[config.mk]
export PLATFORM = sky130hd
export DESIGN_NAME = vwm_pixel_blend
export DESIGN_NICKNAME = d
export VERILOG_FILES = /design/src/rtl/vwm_pkg.sv /design/src/rtl/vwm_band_cmp.sv /design/src/rtl/vwm_coef_bank.sv /design/src/rtl/vwm_blend_pipe.sv /design/src/rtl/vwm_pixel_blend.sv
export SDC_FILE = /design/constraint.sdc
export NUM_CORES = 1
export LEC_CHECK = 0
export ABC_CLOCK_PERIOD_IN_PS = 6800
export BUFFER_PORTS_ARGS = -buffer_cell sky130_fd_sc_hd__buf_4
export CAP_MARGIN = 20
export CORE_MARGIN = 1
export CORE_UTILIZATION = 38
export CTS_BUF_LIST = sky130_fd_sc_hd__clkbuf_8 sky130_fd_sc_hd__clkbuf_16
export DETAILED_ROUTE_END_ITERATION = 8
export GPL_TIMING_DRIVEN = 0
export PLACE_DENSITY = 0.54
export RECOVER_POWER = 25
export SLEW_MARGIN = 20
export SYNTH_ARGS = -nofsm -noshare
export SYNTH_HDL_FRONTEND = slang
export SYNTH_SLANG_ARGS = --single-unit
[constraint.sdc]
create_clock -name clk -period 6.8 [get_ports clk]
set_input_delay 0.68 -clock clk [delete_from_list [all_inputs] [get_ports clk]]
set_output_delay 0.68 -clock clk [all_outputs]
set_load 0.1 [all_outputs]
[src/rtl/vwm_pkg.sv]
package vwm_pkg;
  localparam int unsigned NBANDS = 5;
  localparam int unsigned BAND_W = 3;
  typedef logic [BAND_W-1:0] band_t;
endpackage

[src/rtl/vwm_band_cmp.sv]
module vwm_band_cmp
  import vwm_pkg::*;
#(
  parameter int unsigned PIX_W = 8,
  parameter int unsigned NEDGE = NBANDS - 1,
  parameter logic [NEDGE*PIX_W-1:0] EDGES = {8'd192, 8'd128, 8'd64, 8'd2}
) (
  input  logic [PIX_W-1:0] host,
  output band_t            band
);
  logic [NEDGE-1:0] above;

  for (genvar e = 0; e < NEDGE; e++) begin : g_edge
    assign above[e] = host > EDGES[e*PIX_W +: PIX_W];
  end

  always_comb begin
    band = '0;
    for (int e = 0; e < NEDGE; e++) begin
      band = band + band_t'(above[e]);
    end
  end

  // edges ascend, so exceeding a higher edge implies exceeding every lower one
  always_comb begin
    for (int e = 0; e < NEDGE - 1; e++) begin
      p_thermo_r1: assert (!above[e+1] || above[e]);
    end
  end
endmodule

[src/rtl/vwm_coef_bank.sv]
module vwm_coef_bank
  import vwm_pkg::*;
#(
  parameter int unsigned COEF_W = 20
) (
  input  logic              clk,
  input  logic              rst_n,
  input  logic              wr_en,
  input  logic              busy,
  input  band_t             wr_sel,
  input  logic [COEF_W-1:0] wr_val,
  input  band_t             rd_sel,
  output logic [COEF_W-1:0] rd_val
);
  logic [NBANDS-1:0][COEF_W-1:0] coef_q, coef_d;
  logic                          wr_ok;

  assign wr_ok = wr_en && !busy;

  always_comb begin
    coef_d = coef_q;
    for (int b = 0; b < NBANDS; b++) begin
      if (wr_ok && wr_sel == band_t'(b)) coef_d[b] = wr_val;
    end
  end

  always_ff @(posedge clk or negedge rst_n) begin
    if (!rst_n) coef_q <= '0;
    else if (wr_ok) coef_q <= coef_d;
  end

  always_comb begin
    rd_val = '0;
    for (int b = 0; b < NBANDS; b++) begin
      if (rd_sel == band_t'(b)) rd_val = coef_q[b];
    end
  end

  p_locked_r6: assert property (@(posedge clk) disable iff (!rst_n)
    (wr_en && busy) |=> $stable(coef_q));
endmodule

[src/rtl/vwm_blend_pipe.sv]
module vwm_blend_pipe #(
  parameter int unsigned PIX_W  = 8,
  parameter int unsigned COEF_W = 20,
  parameter int unsigned FRAC_W = 16
) (
  input  logic              clk,
  input  logic              rst_n,
  input  logic              adv,
  input  logic              in_valid,
  input  logic [PIX_W-1:0]  in_host,
  input  logic [PIX_W-1:0]  in_mark,
  input  logic [COEF_W-1:0] in_coef,
  output logic              v1,
  output logic              v2,
  output logic              v3,
  output logic [PIX_W-1:0]  pix3
);
  localparam int unsigned P1_W  = COEF_W + PIX_W;
  localparam int unsigned P2_W  = P1_W + PIX_W;
  localparam int unsigned INT_W = P2_W - FRAC_W;
  localparam int unsigned SUM_W = INT_W + 1;
  localparam logic [SUM_W-1:0] PIX_MAX = SUM_W'((1 << PIX_W) - 1);

  // stage 1: constant x host
  logic              v1_q;
  logic [PIX_W-1:0]  host1_q, mark1_q;
  logic [P1_W-1:0]   prod1_q, prod1_d;
  // stage 2: (constant x host) x watermark
  logic              v2_q;
  logic [PIX_W-1:0]  host2_q;
  logic [P2_W-1:0]   prod2_q, prod2_d;
  // stage 3: truncate, add, saturate
  logic              v3_q;
  logic [PIX_W-1:0]  host3_q, pix3_q, pix3_d;
  logic [SUM_W-1:0]  sum3;

  always_comb begin
    prod1_d = {{PIX_W{1'b0}}, in_coef} * {{COEF_W{1'b0}}, in_host};
    prod2_d = {{PIX_W{1'b0}}, prod1_q} * {{P1_W{1'b0}}, mark1_q};
    sum3    = SUM_W'(prod2_q >> FRAC_W) + SUM_W'(host2_q);
    pix3_d  = (sum3 > PIX_MAX) ? PIX_MAX[PIX_W-1:0] : sum3[PIX_W-1:0];
  end

  always_ff @(posedge clk or negedge rst_n) begin
    if (!rst_n) begin
      v1_q <= 1'b0;
      v2_q <= 1'b0;
      v3_q <= 1'b0;
    end else if (adv) begin
      v1_q <= in_valid;
      v2_q <= v1_q;
      v3_q <= v2_q;
    end
  end

  always_ff @(posedge clk or negedge rst_n) begin
    if (!rst_n) begin
      host1_q <= '0;
      mark1_q <= '0;
      prod1_q <= '0;
      host2_q <= '0;
      prod2_q <= '0;
      host3_q <= '0;
      pix3_q  <= '0;
    end else if (adv) begin
      host1_q <= in_host;
      mark1_q <= in_mark;
      prod1_q <= prod1_d;
      host2_q <= host1_q;
      prod2_q <= prod2_d;
      host3_q <= host2_q;
      pix3_q  <= pix3_d;
    end
  end

  assign v1   = v1_q;
  assign v2   = v2_q;
  assign v3   = v3_q;
  assign pix3 = pix3_q;

  p_no_wrap_r3: assert property (@(posedge clk) disable iff (!rst_n)
    v3_q |-> (pix3_q >= host3_q));
endmodule

[src/rtl/vwm_pixel_blend.sv]
module vwm_pixel_blend
  import vwm_pkg::*;
#(
  parameter int unsigned PIX_W  = 8,
  parameter int unsigned COEF_W = 20,
  parameter int unsigned FRAC_W = 16,
  parameter logic [(NBANDS-1)*PIX_W-1:0] EDGES = {8'd192, 8'd128, 8'd64, 8'd2}
) (
  input  logic              clk,
  input  logic              rst_n,
  input  logic              in_valid,
  output logic              in_ready,
  input  logic [PIX_W-1:0]  in_host,
  input  logic [PIX_W-1:0]  in_mark,
  output logic              out_valid,
  input  logic              out_ready,
  output logic [PIX_W-1:0]  out_pix,
  input  logic              k_we,
  input  logic [BAND_W-1:0] k_sel,
  input  logic [COEF_W-1:0] k_val
);
  logic [1:0]        rst_sync_q;
  logic              rst_s_n;
  band_t             band;
  logic [COEF_W-1:0] coef;
  logic              adv, busy;
  logic              v1, v2, v3;
  logic [PIX_W-1:0]  pix3;

  always_ff @(posedge clk or negedge rst_n) begin
    if (!rst_n) rst_sync_q <= 2'b00;
    else        rst_sync_q <= {rst_sync_q[0], 1'b1};
  end
  assign rst_s_n = rst_sync_q[1];

  assign adv  = !v3 || out_ready;
  assign busy = in_valid || v1 || v2 || v3;

  vwm_band_cmp #(.PIX_W(PIX_W), .NEDGE(NBANDS - 1), .EDGES(EDGES)) u_cmp (
    .host (in_host),
    .band (band)
  );

  vwm_coef_bank #(.COEF_W(COEF_W)) u_bank (
    .clk    (clk),
    .rst_n  (rst_s_n),
    .wr_en  (k_we),
    .busy   (busy),
    .wr_sel (k_sel),
    .wr_val (k_val),
    .rd_sel (band),
    .rd_val (coef)
  );

  vwm_blend_pipe #(.PIX_W(PIX_W), .COEF_W(COEF_W), .FRAC_W(FRAC_W)) u_pipe (
    .clk      (clk),
    .rst_n    (rst_s_n),
    .adv      (adv),
    .in_valid (in_valid),
    .in_host  (in_host),
    .in_mark  (in_mark),
    .in_coef  (coef),
    .v1       (v1),
    .v2       (v2),
    .v3       (v3),
    .pix3     (pix3)
  );

  assign in_ready  = adv && rst_s_n;
  assign out_valid = v3;
  assign out_pix   = pix3;

  p_hold_r5: assert property (@(posedge clk) disable iff (!rst_s_n)
    (out_valid && !out_ready) |=> (out_valid && $stable(out_pix)));

  p_stall_ready_r5: assert property (@(posedge clk) disable iff (!rst_s_n)
    (out_valid && !out_ready) |-> !in_ready);
endmodule

# Word level (Yosys, flattened, before mapping)
# Index checks and enable logic that the tools add are counted.
[op_classes]
order_cmp = 5
reduce_logical = 20
bitwise = 0
n_addsub = 4
div_mod_pow = 0
shift = 0
eq_ne = 8
mux = 6
mul = 2
[op_table]
columns = ["operator", "n"]
rows = [
  ["20-bit two-way mux", 5],
  ["28-bit by 8-bit multiplier with 36-bit output", 1],
  ["20-bit by 8-bit multiplier with 28-bit output", 1],
  ["20-bit by 8-bit adder with 21-bit output", 1],
  ["21-bit by 8-bit > comparator with 1-bit output, second input constant", 1],
  ["8-bit > comparator, second input constant", 2],
  ["3-bit by 2-bit equality test with 1-bit output, second input constant", 4],
  ["2-bit AND reduction", 5],
  ["8-bit by 2-bit > comparator with 1-bit output, second input constant", 1],
  ["8-bit by 7-bit > comparator with 1-bit output, second input constant", 1],
  ["8-bit two-way mux", 1],
  ["1-bit logical AND", 7],
  ["3-bit by 1-bit adder with 3-bit output", 2],
  ["3-bit by 1-bit equality test with 1-bit output, second input constant", 2],
  ["3-bit equality test, second input constant", 2],
  ["3-bit logical NOT", 2],
  ["1-bit logical OR", 4],
  ["1-bit by 1-bit adder with 2-bit output", 1],
  ["1-bit logical NOT", 2],
]
[totals]
out_inout_bits = 10
mem_count = 0
input_bits = 44
mem_bits_rw = 0
latchBits = 0
reg_bits = 201
mem_bits_ro = 0

# Longest topological paths before layout
# Gate-level depths: netlist of run 1.
[depth]
ltp_word = 11
mapped_depth = 29

# Cells and area by module
# Synthesis of run 1 repeated with hierarchy kept, for this count alone.
[unflattened]
cells_unflattened = 1922
hier_area_um2 = 19841.5
[by_module_without_submodules]
columns = ["mod", "seq_area_each_um2", "cells_each", "n_inst", "area_each_um2"]
rows = [
  ["vwm_blend_pipe", 2077.0, 1571, 1, 15133.3],
  ["vwm_coef_bank", 2502.4, 331, 1, 4519.3],
  ["vwm_band_cmp", 0.0, 14, 1, 113.9],
  ["vwm_pixel_blend", 50.0, 6, 1, 75.1],
]

# Least setup slack after synthesis of run 1
# OpenSTA, ideal clock, no wires.
[synth_timing]
kind = "input port to flip-flop"
startpoint = "in in_host[2]"
endpoint = "reg u_pipe.prod1_q[27]"
t_arrival_ps = 8059
t_required_ps = 6705
path_slack_ps = -1355
setup_time_ps = 95
path_stages = 26
path_buffers = 1
cell_sequence = "or4_1 > or3_1 > a21o_1 > ha_1 > fa_1 > ha_1 > clkbuf_1 > mux4_2 > a22oi_1 > nor2b_1 > fa_1 > fa_1 > fa_1 > inv_1 > fa_1 > inv_1 > ha_1 > a21oi_1 > o21bai_1 > a21o_1 > a2111oi_2 > a211oi_1 > o2111a_1 > nor3_1 > nor3_1 > o31ai_1"
[synth_between]
elab_chain_len = 11
elab_cells_between_ends = 18
cone_classes = "add/sub: 3; mul: 1; order compare: 4; eq/ne: 4; mux: 5; reduce/logical: 1"
[synth_rtl]
columns = ["item", "line_no", "text"]
rows = [
  ["from (decl)", "vwm_pixel_blend.sv:13", "input logic [PIX_W-1:0] in_host,"],
  ["8-bit by 2-bit > comparator with 1-bit output or 8-bit by 7-bit > comparator with 1-bit output (tied branches)", "vwm_band_cmp.sv:14", "assign above[e] = host > EDGES[e*PIX_W +: PIX_W];"],
  ["1-bit by 1-bit adder with 2-bit output", "vwm_band_cmp.sv:20", "band = band + band_t'(above[e]);"],
  ["3-bit by 1-bit adder with 3-bit output (2 in series)", "vwm_band_cmp.sv:20", ""],
  ["3-bit logical NOT", "vwm_coef_bank.sv:35", "if (rd_sel == band_t'(b)) rd_val = coef_q[b];"],
  ["20-bit two-way mux (5 in series)", "vwm_coef_bank.sv:35", ""],
  ["20-bit by 8-bit multiplier with 28-bit output (*)", "vwm_blend_pipe.sv:38", "prod1_d = {{PIX_W{1'b0}}, in_coef} * {{COEF_W{1'b0}}, in_host};"],
  ["to (signal assigned)", "vwm_blend_pipe.sv:68", "prod1_q <= prod1_d;"],
  ["to (decl)", "vwm_blend_pipe.sv:27", "logic [P1_W-1:0] prod1_q, prod1_d;"],
]
# Every way passes the cells marked *; elsewhere a longest branch is shown, timed or not.
# A chain may end at the register's enable or synchronous reset.

# Worst setup path after layout of run 1
[layout_timing]
startpoint = "in in_host[4]"
endpoint = "reg u_pipe.prod1_q[25]"
# The elaborated chain is that of the path after synthesis.

==> results of run 1 <==
metal layers:
metal | GRT usage [%] | up-vias | wire length [um]
li1 | - | 6548 | -
met1 | 26.82 | 7252 | 22280
met2 | 35.99 | 230 | 25860
met3 | 2.475 | 35 | 1491
met4 | 4.730 | 0 | 802
met5 | 0 | - | 0
registers in the layout, summed over array words and instances, names as in the netlist:
name	flops
u_pipe.v2	1
u_pipe.host1_q	8
u_pipe.mark1_q	8
u_pipe.v1	1
u_pipe.pix3	8
u_pipe.v3	1
u_pipe.host2_q	8
u_pipe.prod2_q	20
u_pipe.prod1_q	28
rst_sync_q	2
u_bank.coef_q	100
final cells by class:
type / count / area (um2)
well taps: 672 / 840.8
repair buffers: 125 / 1084
fillers: 4881 / 27760
clock buffers: 18 / 439.2
multi-input cells: 1410 / 13920
plain buffers: 100 / 439.2
flip-flops and latches: 185 / 4629
clock inverters: 13 / 147.6
inverters: 270 / 1013
kinds of logic (layout without fill, tap and decap cells):
logic type	Yosys count	in the layout	synth area share [%]
AO/OA/AOI/OAI	216	216	7.542
buffers and inverters	370	526	7.187
AND/OR/NAND/NOR	659	659	16.94
flip-flops	185	185	23.89
XOR/XNOR	37	37	1.672
multiplexers	121	121	8.194
adder cells (fa/ha/maj)	376	376	34.55
other	1	1	0.01935
how the worst max path moves through the flow:
stage	startpoint	endpoint	slack, ns	depth (start not counted)
after detailed placement	in_host[2]	u_pipe.prod1_q[27]$_DFFE_PN0N_	-1.83	27
after global placement	in_host[2]	u_pipe.prod1_q[27]$_DFFE_PN0N_	-1.77	27
after global routing	in_host[4]	u_pipe.prod1_q[25]$_DFFE_PN0N_	-0.88	28
after CTS	in_host[4]	u_pipe.prod1_q[26]$_DFFE_PN0N_	-0.70	30
final	in_host[4]	u_pipe.prod1_q[25]$_DFFE_PN0N_	-0.66	25
after floorplan	in_host[2]	u_pipe.prod1_q[27]$_DFFE_PN0N_	-0.77	25
power by group:
part,total [W],switching (W),internal [W]
Clock,0.00102,0.000518,0.000502
Sequential,0.00166,0.000217,0.00145
Combinational,0.00786,0.00446,0.00340
Total,0.0105,0.00520,0.00534
placed cells by master, fill, tap and decap left out, types with 16 or more instances in the layout:
cell | Yosys | final
a21o_1 | 21 | 21
a21oi_1 | 51 | 42
a22oi_2 | 0 | 17
and2_1 | 109 | 108
buf_4 | 0 | 98
clkbuf_1 | 94 | 91
clkbuf_16 | 0 | 17
dfrtp_1 | 185 | 185
fa_1 | 265 | 262
ha_1 | 111 | 98
inv_1 | 270 | 258
mux2_2 | 101 | 101
mux4_2 | 20 | 20
nand2_1 | 280 | 279
nand2b_1 | 30 | 24
nand3_1 | 19 | 16
nor2_1 | 55 | 53
nor2b_1 | 110 | 104
o21ai_0 | 30 | 21
xnor2_1 | 19 | 16
xor2_1 | 18 | 18
repair_timing:
action                                 CTS  global route
pin swaps                               49            45
buffers inserted                        55            13
hold buffers                             1             0
setup endpoints to repair               22            20
endpoints found under the hold margin    2             0
cloned                                   1             0
resized for setup                       39            52
Yosys cell counts (all sizes together) (7+ instances only):
master  count
mux4       20
nor2b     110
nor3       14
o21a       13
and3        8
o31ai       7
a22oi      18
nand2     280
nand3      19
a211oi      9
nand4      11
a21oi      52
o21ai      41
nor2       55
ha        111
o22a        8
nand2b     30
xor2       18
inv       270
fa        265
and2      109
clkbuf     94
a21o       21
a31oi       7
xnor2      19
mux2      101
dfrtp     185
through the flow:
stage | cell area, um2 | utilization [%]
2_1_floorplan | 19690 | -
3_3_place_gp | 20920 | 41.62
3_5_place_dp | 21010 | 41.79
4_1_cts | 22280 | 44.31
5_1_grt | 22510 | 44.78
6_report | 22510 | 44.78
==> impl_metrics.yaml, run 1 <==
sta:
  slew_headroom_pct: -84.37
  hold_slack_ns: 0.3517
  timing.final.crit_share_pct: 109.7
  fin_setup_tns_ns: -6.666
  setup_slack_ns: -0.6615
  setup_viol: 18
  hold_violations: 0
  maxSlewViolCount: 99
  rsz0062_at_grt: "yes"
  fmax_mhz: 134.0
  period_needed_ns: 7.461
  skew_ns: 0.02323
  worst_pin_slew_ns: 2.766
power:
  p_leak_nw: 10.30
  p_total_w: 0.01054
  powerDensity_nw_per_um2: 468.3
  vdd_drop_max_mv: 0.2711
routing:
  antenna_left: 0
  drtIter0Drc: 546
  vias: 14070
  routed_wl_mm: 50.43
  drc_errors: 0
  wire_per_inst_um: 18.06
  drt-vias-per-instance: 5.036
  firstDrtPassIters: 5
grt:
  grt_usage_pct: 20.47
  grt_pass1_wl_mm: 83.50
  grt.overflow.total: 0
  antenna_found_initial: 0
  grt_pass1_vias: 15100
  grt_max_degree: 57
yosys:
  netlist_instances: 1965
  syn-num-nets: 2385
  yosys_warnings: 0
  ys_seq_elements: 185
  yosys_most_used_dff: "dfrtp_1"
  syn_area_um2: 19380
  yosys.area.top_type: "fa_1"
  ys_top_cells_by_area: "fa_1 27%, dfrtp_1 24%, ha_1 7.2%"
  syn_avg_cell_area_um2: 9.861
  synth_cell_type_count: 66
  synth_top_area_share_pct: 27.38
  synthArstFlopShare_pct: 100.0
  synth-edff-count: 0
  ys_seq_area_share_pct: 23.89
worst_setup_path:
  r2r_slack_ns: 0.56
  r2r_cells: 20
  critical_path_class: "in -> reg"
  critPathRequiredTime_ns: 7.13
  cpMostUsedCell: "fa_1"
  worstReg2RegStart: "u_pipe.mark1_q[5]$_DFFE_PN0N_"
  crit_arrival_ns: 7.79
  worstPathMaxFanout: 8
  cp_num_buf_inv: 5
  slowest_delay_ns: 0.63
  cp_top_family: "adder cells"
  critical_path.slowest_cell: "fa_2"
  end_kind: "register"
  rr_endpoint: "u_pipe.prod2_q[28]$_DFFE_PN0N_"
  worstSetupStartpointType: "input port"
clock_tree:
  clk_pin_slew_worst_paths_ns: 0.08
  cts_max_level: 4
  cts_buffers: 17
  clockRootBuffer: "clkbuf_16"
  cts_buffer_depth: 2
  cts.sinks: 185
  clkLatencyLatePin_ns: 0.47
  cts_tree: "yes"
floorplanning:
  ioPinCount: 54
  die_area_um2: 51900
  die_w_um: 227.8
  die_height_um: 227.8
  start_util_pct: 38.54
  core_um2: 50270
  num_rows: 82
run:
  maxCapViolations: 2
layout:
  n_antenna_cell: 0
  finalNonFillerCells: 2793
  area_growth_pct: 16.19
  fin_nets: 2529
  drive_gt1_share_pct: 18.25
place:
  gp_congestion: 0.8343
  io_buffers: 53
  place_ws_ns: -1.828
  dp_hpwl_mm: 39.43
  dp.cells: 2693
hold_path:
  hold_path_depth: 0
  min_from: "rst_sync_q[0]$_DFF_PN0_"
  hp-class: "reg -> reg"
  holdPathEnd: "rst_sync_q[1]$_DFF_PN0_"
status:
  violations: "capacitance limit, slew limit, setup timing"
  status: "finished with violations"
(Power assumes the default switching activity.)
==> run 2, diff against run 1 <==
--- a/config.mk
+++ b/config.mk
@@ -8,12 +8,14 @@
 export ABC_CLOCK_PERIOD_IN_PS = 6800
 export BUFFER_PORTS_ARGS = -buffer_cell sky130_fd_sc_hd__buf_4
 export CAP_MARGIN = 20
+export CELL_PAD_IN_SITES_DETAIL_PLACEMENT = 0
+export CELL_PAD_IN_SITES_GLOBAL_PLACEMENT = 1
 export CORE_MARGIN = 1
-export CORE_UTILIZATION = 38
+export CORE_UTILIZATION = 25
 export CTS_BUF_LIST = sky130_fd_sc_hd__clkbuf_8 sky130_fd_sc_hd__clkbuf_16
 export DETAILED_ROUTE_END_ITERATION = 8
 export GPL_TIMING_DRIVEN = 0
-export PLACE_DENSITY = 0.54
+export PLACE_DENSITY = 0.47
 export RECOVER_POWER = 25
 export SLEW_MARGIN = 20
 export SYNTH_ARGS = -nofsm -noshare
==> run 2 against run 1 <==
The run still ends with capacitance limit, slew limit, setup timing left; largest cell class unchanged; via count down 0.17%; core utilization down 14 points; worst hold slack better by 0.010 ns.
==> impl_metrics.yaml, run 2 (same netlist as run 1, synthesis figures left out) <==
routing:
  vias: 14040
  drtIter0Drc: 594
  wl_met2_mm: 29.22
  routed_wl_mm: 57.55
  firstDrtPassIters: 5
  wire_per_inst_um: 18.17
  drt-vias-per-instance: 4.434
  wl_met1_mm: 25.95
  drc_errors: 0
  wl_met3_mm: 1.283
  routed.top_layer: "met4"
  antenna_left: 0
sta:
  setup_slack_ns: -0.7827
  hold_violations: 0
  skew_ns: 0.02889
  rsz0062_at_grt: "yes"
  slew_headroom_pct: -81.92
  period_needed_ns: 7.583
  fmax_mhz: 131.9
  fin_setup_tns_ns: -8.306
  hold_slack_ns: 0.3619
  setup_viol: 20
  maxSlewViolCount: 133
  worst_pin_slew_ns: 2.729
  timing.final.crit_share_pct: 111.5
layout:
  fin_nets: 2543
  final_core_util_pct: 30.44
  drive_gt1_share_pct: 19.57
  largest_register_ffs: 100
  fill_cells: 8121
  final-seq-area_um2: 4629
  layout_common_cells: "279 x nand2_1, 257 x fa_1, 255 x inv_1"
  stdcell_area_um2: 23240
  top_register: "u_bank.coef_q"
  multiInputGateArea_um2: 13990
  mostFrequentLayoutCell: "nand2_1"
  reg_top3: "u_bank.coef_q x100, u_pipe.prod1_q x28, u_pipe.prod2_q x20"
  area_growth_pct: 19.93
place:
  gp_congestion: 0.7729
  place_area_um2: 21460
  place_ws_ns: -2.096
  dp_hpwl_mm: 45.18
  io_buffers: 53
worst_setup_path:
  cp_num_buf_inv: 7
  path_depth: 29
  critical_path.slowest_cell: "fa_2"
  startpoint: "in_host[2]"
  crit_arrival_ns: 7.96
  cp_top_family: "adder cells"
  r2r_cells: 20
  worstSetupStartpointType: "input port"
  critPathRequiredTime_ns: 7.18
  worstPathMaxFanout: 6
  slowest_delay_ns: 0.57
  critical_path_class: "in -> reg"
  cpMostUsedCell: "fa_1"
  worstReg2RegStart: "u_pipe.mark1_q[5]$_DFFE_PN0N_"
  end_kind: "register"
floorplanning:
  num_rows: 101
  die_area_um2: 78620
  die_height_um: 280.4
  core_um2: 76330
  die_w_um: 280.4
  start_util_pct: 25.39
  ioPinCount: 54
status:
  violations: "capacitance limit, slew limit, setup timing"
  status: "finished with violations"
clock_tree:
  clkLatencyLatePin_ns: 0.49
  cts.sinks: 185
  cts_buffers: 17
  clk_pin_slew_worst_paths_ns: 0.08
  cts_max_level: 4
  clockRootBuffer: "clkbuf_16"
  cts_tree: "yes"
  cts_buffer_depth: 2
grt:
  grt_pass1_wl_mm: 91.00
  grt_pass1_vias: 15280
  antenna_found_initial: 0
  grt_usage_pct: 15.40
  grt.overflow.total: 0
  grt_max_degree: 57
power:
  p_leak_nw: 10.41
  vdd_drop_max_mv: 0.2711
  powerDensity_nw_per_um2: 463.9
run:
  maxCapViolations: 3
hold_path:
  min_from: "rst_sync_q[0]$_DFF_PN0_"
  hp-class: "reg -> reg"
  hold_path_depth: 0
[run 2: changes by cell type in the layout (fill, tap and decap cells not counted), moves of 3 or more]
cell      previous run  this run
buf_12               7        11
buf_4               98       111
buf_6               15         9
clkinv_4             0         4
fa_1               262       257
fa_2                 3         8
inv_1              258       255
inv_2               12        15
inv_8                5         2
nand2b_1            24        27
nand2b_4             6         3
nor2b_1            104       101
nor2b_4              2         5
[run 2: final cells by class]
cell class                 instances  share of cell area, %
timing repair buffer             139                  5.444
clock buffer                      19                  1.949
multi-input combinational       1410                  60.21
inverter                         270                  4.361
tap                             1030                  5.546
sequential                       185                  19.92
antenna                            1                0.01077
clock inverter                    13                 0.6623
buffer                           100                  1.895
[run 2: repair_timing]
item,in CTS,in global routing
pin swaps,59,49
gates cloned,2,0
endpoints found under the setup margin,22,20
buffers inserted,57,24
hold buffers,1,0
resized for setup,60,52
endpoints found under the hold margin,2,0
[run 2: power by group]
part           internal (W)  switching, W
registers           0.00145      0.000222
clock network      0.000541      0.000511
logic               0.00342       0.00464
total               0.00540       0.00538
[run 2: path summary, 6_finish.rpt]
path                                                       end  slack [ns]
worst max-delay path            u_pipe.prod1_q[27]$_DFFE_PN0N_       -0.78
worst min-delay path                   rst_sync_q[1]$_DFF_PN0_        0.36
worst max register to register  u_pipe.prod2_q[28]$_DFFE_PN0N_        0.37
worst min register to register         rst_sync_q[1]$_DFF_PN0_        0.36
max in group asynchronous       u_pipe.prod1_q[13]$_DFFE_PN0N_        2.75
min in group asynchronous              rst_sync_q[1]$_DFF_PN0_        0.53
[run 2: routing by layer]
| layer | up-vias | track usage (%) |
|---|---|---|
| met1 | 7251 | 19.67 |
| met4 | 0 | 4.077 |
| met5 | - | 0 |
| met2 | 141 | 27.05 |
| li1 | 6605 | - |
| met3 | 44 | 2.148 |
[run 2: per-stage QoR]
| step | total power [W] | instances |
|---|---|---|
| detailed placement | 0.009343 | 3051 |
| finish | 0.01078 | 3167 |
| CTS | 0.01087 | 3143 |
| global route | 0.01208 | 3166 |
| floorplan | 0.007226 | 1965 |
| global placement | 0.009365 | 3048 |
==> run 3, diff against run 2 <==
--- a/config.mk
+++ b/config.mk
@@ -15,7 +15,7 @@
 export CTS_BUF_LIST = sky130_fd_sc_hd__clkbuf_8 sky130_fd_sc_hd__clkbuf_16
 export DETAILED_ROUTE_END_ITERATION = 8
 export GPL_TIMING_DRIVEN = 0
-export PLACE_DENSITY = 0.47
+export PLACE_DENSITY_LB_ADDON = 0.12
 export RECOVER_POWER = 25
 export SLEW_MARGIN = 20
 export SYNTH_ARGS = -nofsm -noshare
==> run 3 against run 2 <==
The flow still finishes with violations (capacitance limit, slew limit, setup timing); core utilization is essentially flat; worst hold slack gained 0.0057 ns; critical endpoint is now u_pipe.prod1_q[26]$_DFFE_PN0N_; clock power is essentially flat.
==> impl_metrics.yaml, run 3 (same netlist as run 1, synthesis figures left out) <==
floorplanning:
  die_area_um2: 78620
  ioPinCount: 54
  die_height_um: 280.4
  start_util_pct: 25.39
  die_w_um: 280.4
  core_um2: 76330
  num_rows: 101
place:
  dp_hpwl_mm: 45.96
  io_buffers: 53
  gp_congestion: 0.8090
  dp.cells: 3051
  place_ws_ns: -2.012
worst_setup_path:
  critPathRequiredTime_ns: 7.14
  crit_arrival_ns: 7.95
  slowest_delay_ns: 0.63
  startpoint: "in_host[4]"
  critical_path_class: "in -> reg"
  rr_endpoint: "u_pipe.prod2_q[28]$_DFFE_PN0N_"
  crit_path_end: "u_pipe.prod1_q[26]$_DFFE_PN0N_"
  critical_path.slowest_cell: "fa_2"
  cpMostUsedCell: "fa_1"
  worstPathMaxFanout: 6
  worstSetupStartpointType: "input port"
  r2r_slack_ns: 0.49
  path_depth: 30
  cp_top_family: "adder cells"
  end_kind: "register"
  cp_num_buf_inv: 8
  r2r_cells: 19
  worstReg2RegStart: "u_pipe.mark1_q[3]$_DFFE_PN0N_"
sta:
  skew_ns: 0.02112
  period_needed_ns: 7.611
  worst_pin_slew_ns: 2.964
  setup_slack_ns: -0.8108
  rsz0062_at_grt: "yes"
  hold_violations: 0
  timing.final.crit_share_pct: 111.9
  slew_headroom_pct: -97.62
  fin_setup_tns_ns: -9.406
  hold_slack_ns: 0.3676
  setup_viol: 20
  fmax_mhz: 131.4
  maxSlewViolCount: 98
grt:
  grt_max_degree: 55
  grt_usage_pct: 15.82
  grt.overflow.total: 0
  grt_pass1_vias: 15410
  grt_pass1_wl_mm: 93.38
  antenna_found_initial: 2
power:
  clockPowerShare_pct: 9.8
  power_frac_comb_pct: 74.8
  p_switching_w: 0.005506
  p_leak_nw: 10.37
  power.internal_w: 0.005414
  powerDensity_nw_per_um2: 469.8
  vdd_drop_max_mv: 0.2661
  swShare_pct: 50.43
  seqPwrFrac_pct: 15.3
clock_tree:
  clk_pin_slew_worst_paths_ns: 0.09
  clkLatencyLatePin_ns: 0.48
  cts_tree: "yes"
  cts_buffers: 17
  cts_buffer_depth: 2
  cts_max_level: 4
  cts.sinks: 185
  clockRootBuffer: "clkbuf_16"
layout:
  top_register: "u_bank.coef_q"
  fin_nets: 2532
  fill_cells: 8066
  multiInputGateArea_um2: 14030
  area_growth_pct: 19.96
  reg_top3: "u_bank.coef_q x100, u_pipe.prod1_q x28, u_pipe.prod2_q x20"
  final-seq-area_um2: 4629
  finalNonFillerCells: 3156
  drive_gt1_share_pct: 19.44
  mostFrequentLayoutCell: "nand2_1"
  layout_common_cells: "280 x nand2_1, 262 x inv_1, 260 x fa_1"
  largest_register_ffs: 100
run:
  maxCapViolations: 2
status:
  status: "finished with violations"
  violations: "capacitance limit, slew limit, setup timing"
routing:
  routed_wl_mm: 58.76
  drtIter0Drc: 585
  drc_errors: 0
  drt-vias-per-instance: 4.418
  antenna_left: 0
  firstDrtPassIters: 6
  wire_per_inst_um: 18.62
  vias: 13940
hold_path:
  hold_path_depth: 0
  hp-class: "reg -> reg"
-- run 3: changes by cell type in the layout (fill, tap and decap cells not counted), moves of 7 or more --
cell and change:
nor2b_2 +19, buf_4 -15, buf_6 +7, inv_2 -7
inv_1 +7, nor2b_1 -16
-- run 3: cell type report --
type | count | area share, %
Antenna cell | 1 | 0.01077
Buffer | 99 | 1.938
Clock buffer | 17 | 1.830
Clock inverter | 15 | 0.9097
Inverter | 270 | 4.360
Multi-Input combinational cell | 1410 | 60.38
Sequential cell | 185 | 19.92
Tap cell | 1030 | 5.545
Timing Repair Buffer | 129 | 5.108
-- run 3: power by group through the flow --
stage / Combinational, W / Clock, W / Sequential, W
final: 0.00817 / 0.00108 / 0.00167
after global routing: 0.00932 / 0.00116 / 0.00172
after CTS: 0.00818 / 0.00113 / 0.00168
after detailed placement: 0.00772 / 0 / 0.00170
after global placement: 0.00775 / 0 / 0.00171
after floorplan: 0.00558 / 0 / 0.00164
-- run 3: how the worst min path moves through the flow --
stage,start,end,slack (ns)
CTS,in_mark[1],u_pipe.mark1_q[1]$_DFFE_PN0N_,0.34
detailed placement,rst_sync_q[1]$_DFF_PN0_,u_pipe.v2$_DFFE_PN0N_,0.34
floorplan,rst_sync_q[0]$_DFF_PN0_,rst_sync_q[1]$_DFF_PN0_,0.33
global placement,rst_sync_q[0]$_DFF_PN0_,rst_sync_q[1]$_DFF_PN0_,0.34
global route,rst_sync_q[0]$_DFF_PN0_,rst_sync_q[1]$_DFF_PN0_,0.39
finish,rst_sync_q[0]$_DFF_PN0_,rst_sync_q[1]$_DFF_PN0_,0.37
-- run 3: what timing repair did --
action,in CTS,in global routing
gates cloned,3,0
gates resized for setup,57,68
setup endpoints to repair,22,22
hold endpoints to repair,2,0
setup buffers,61,10
pin swaps,59,42
hold buffers,1,0
-- run 3: layer usage --
layer / share of wire, % / GRT usage [%] / vias up
li1: - / - / 6566
met1: 45 / 20.41 / 7194
met2: 50 / 27.48 / 132
met3: 2.1 / 1.907 / 49
met4: 2.4 / 4.834 / 2
met5: 0.020 / 0 / -
-- run 3: per-stage QoR --
stage          power [W]  utilization (%)  area [um2]
3_3_place_gp    0.009457            28.00       21370
4_1_cts          0.01098            30.10       22980
5_1_grt          0.01219            30.45       23240
6_report         0.01092            30.45       23240
3_5_place_dp    0.009419            28.11       21460
2_1_floorplan   0.007226                -       19690
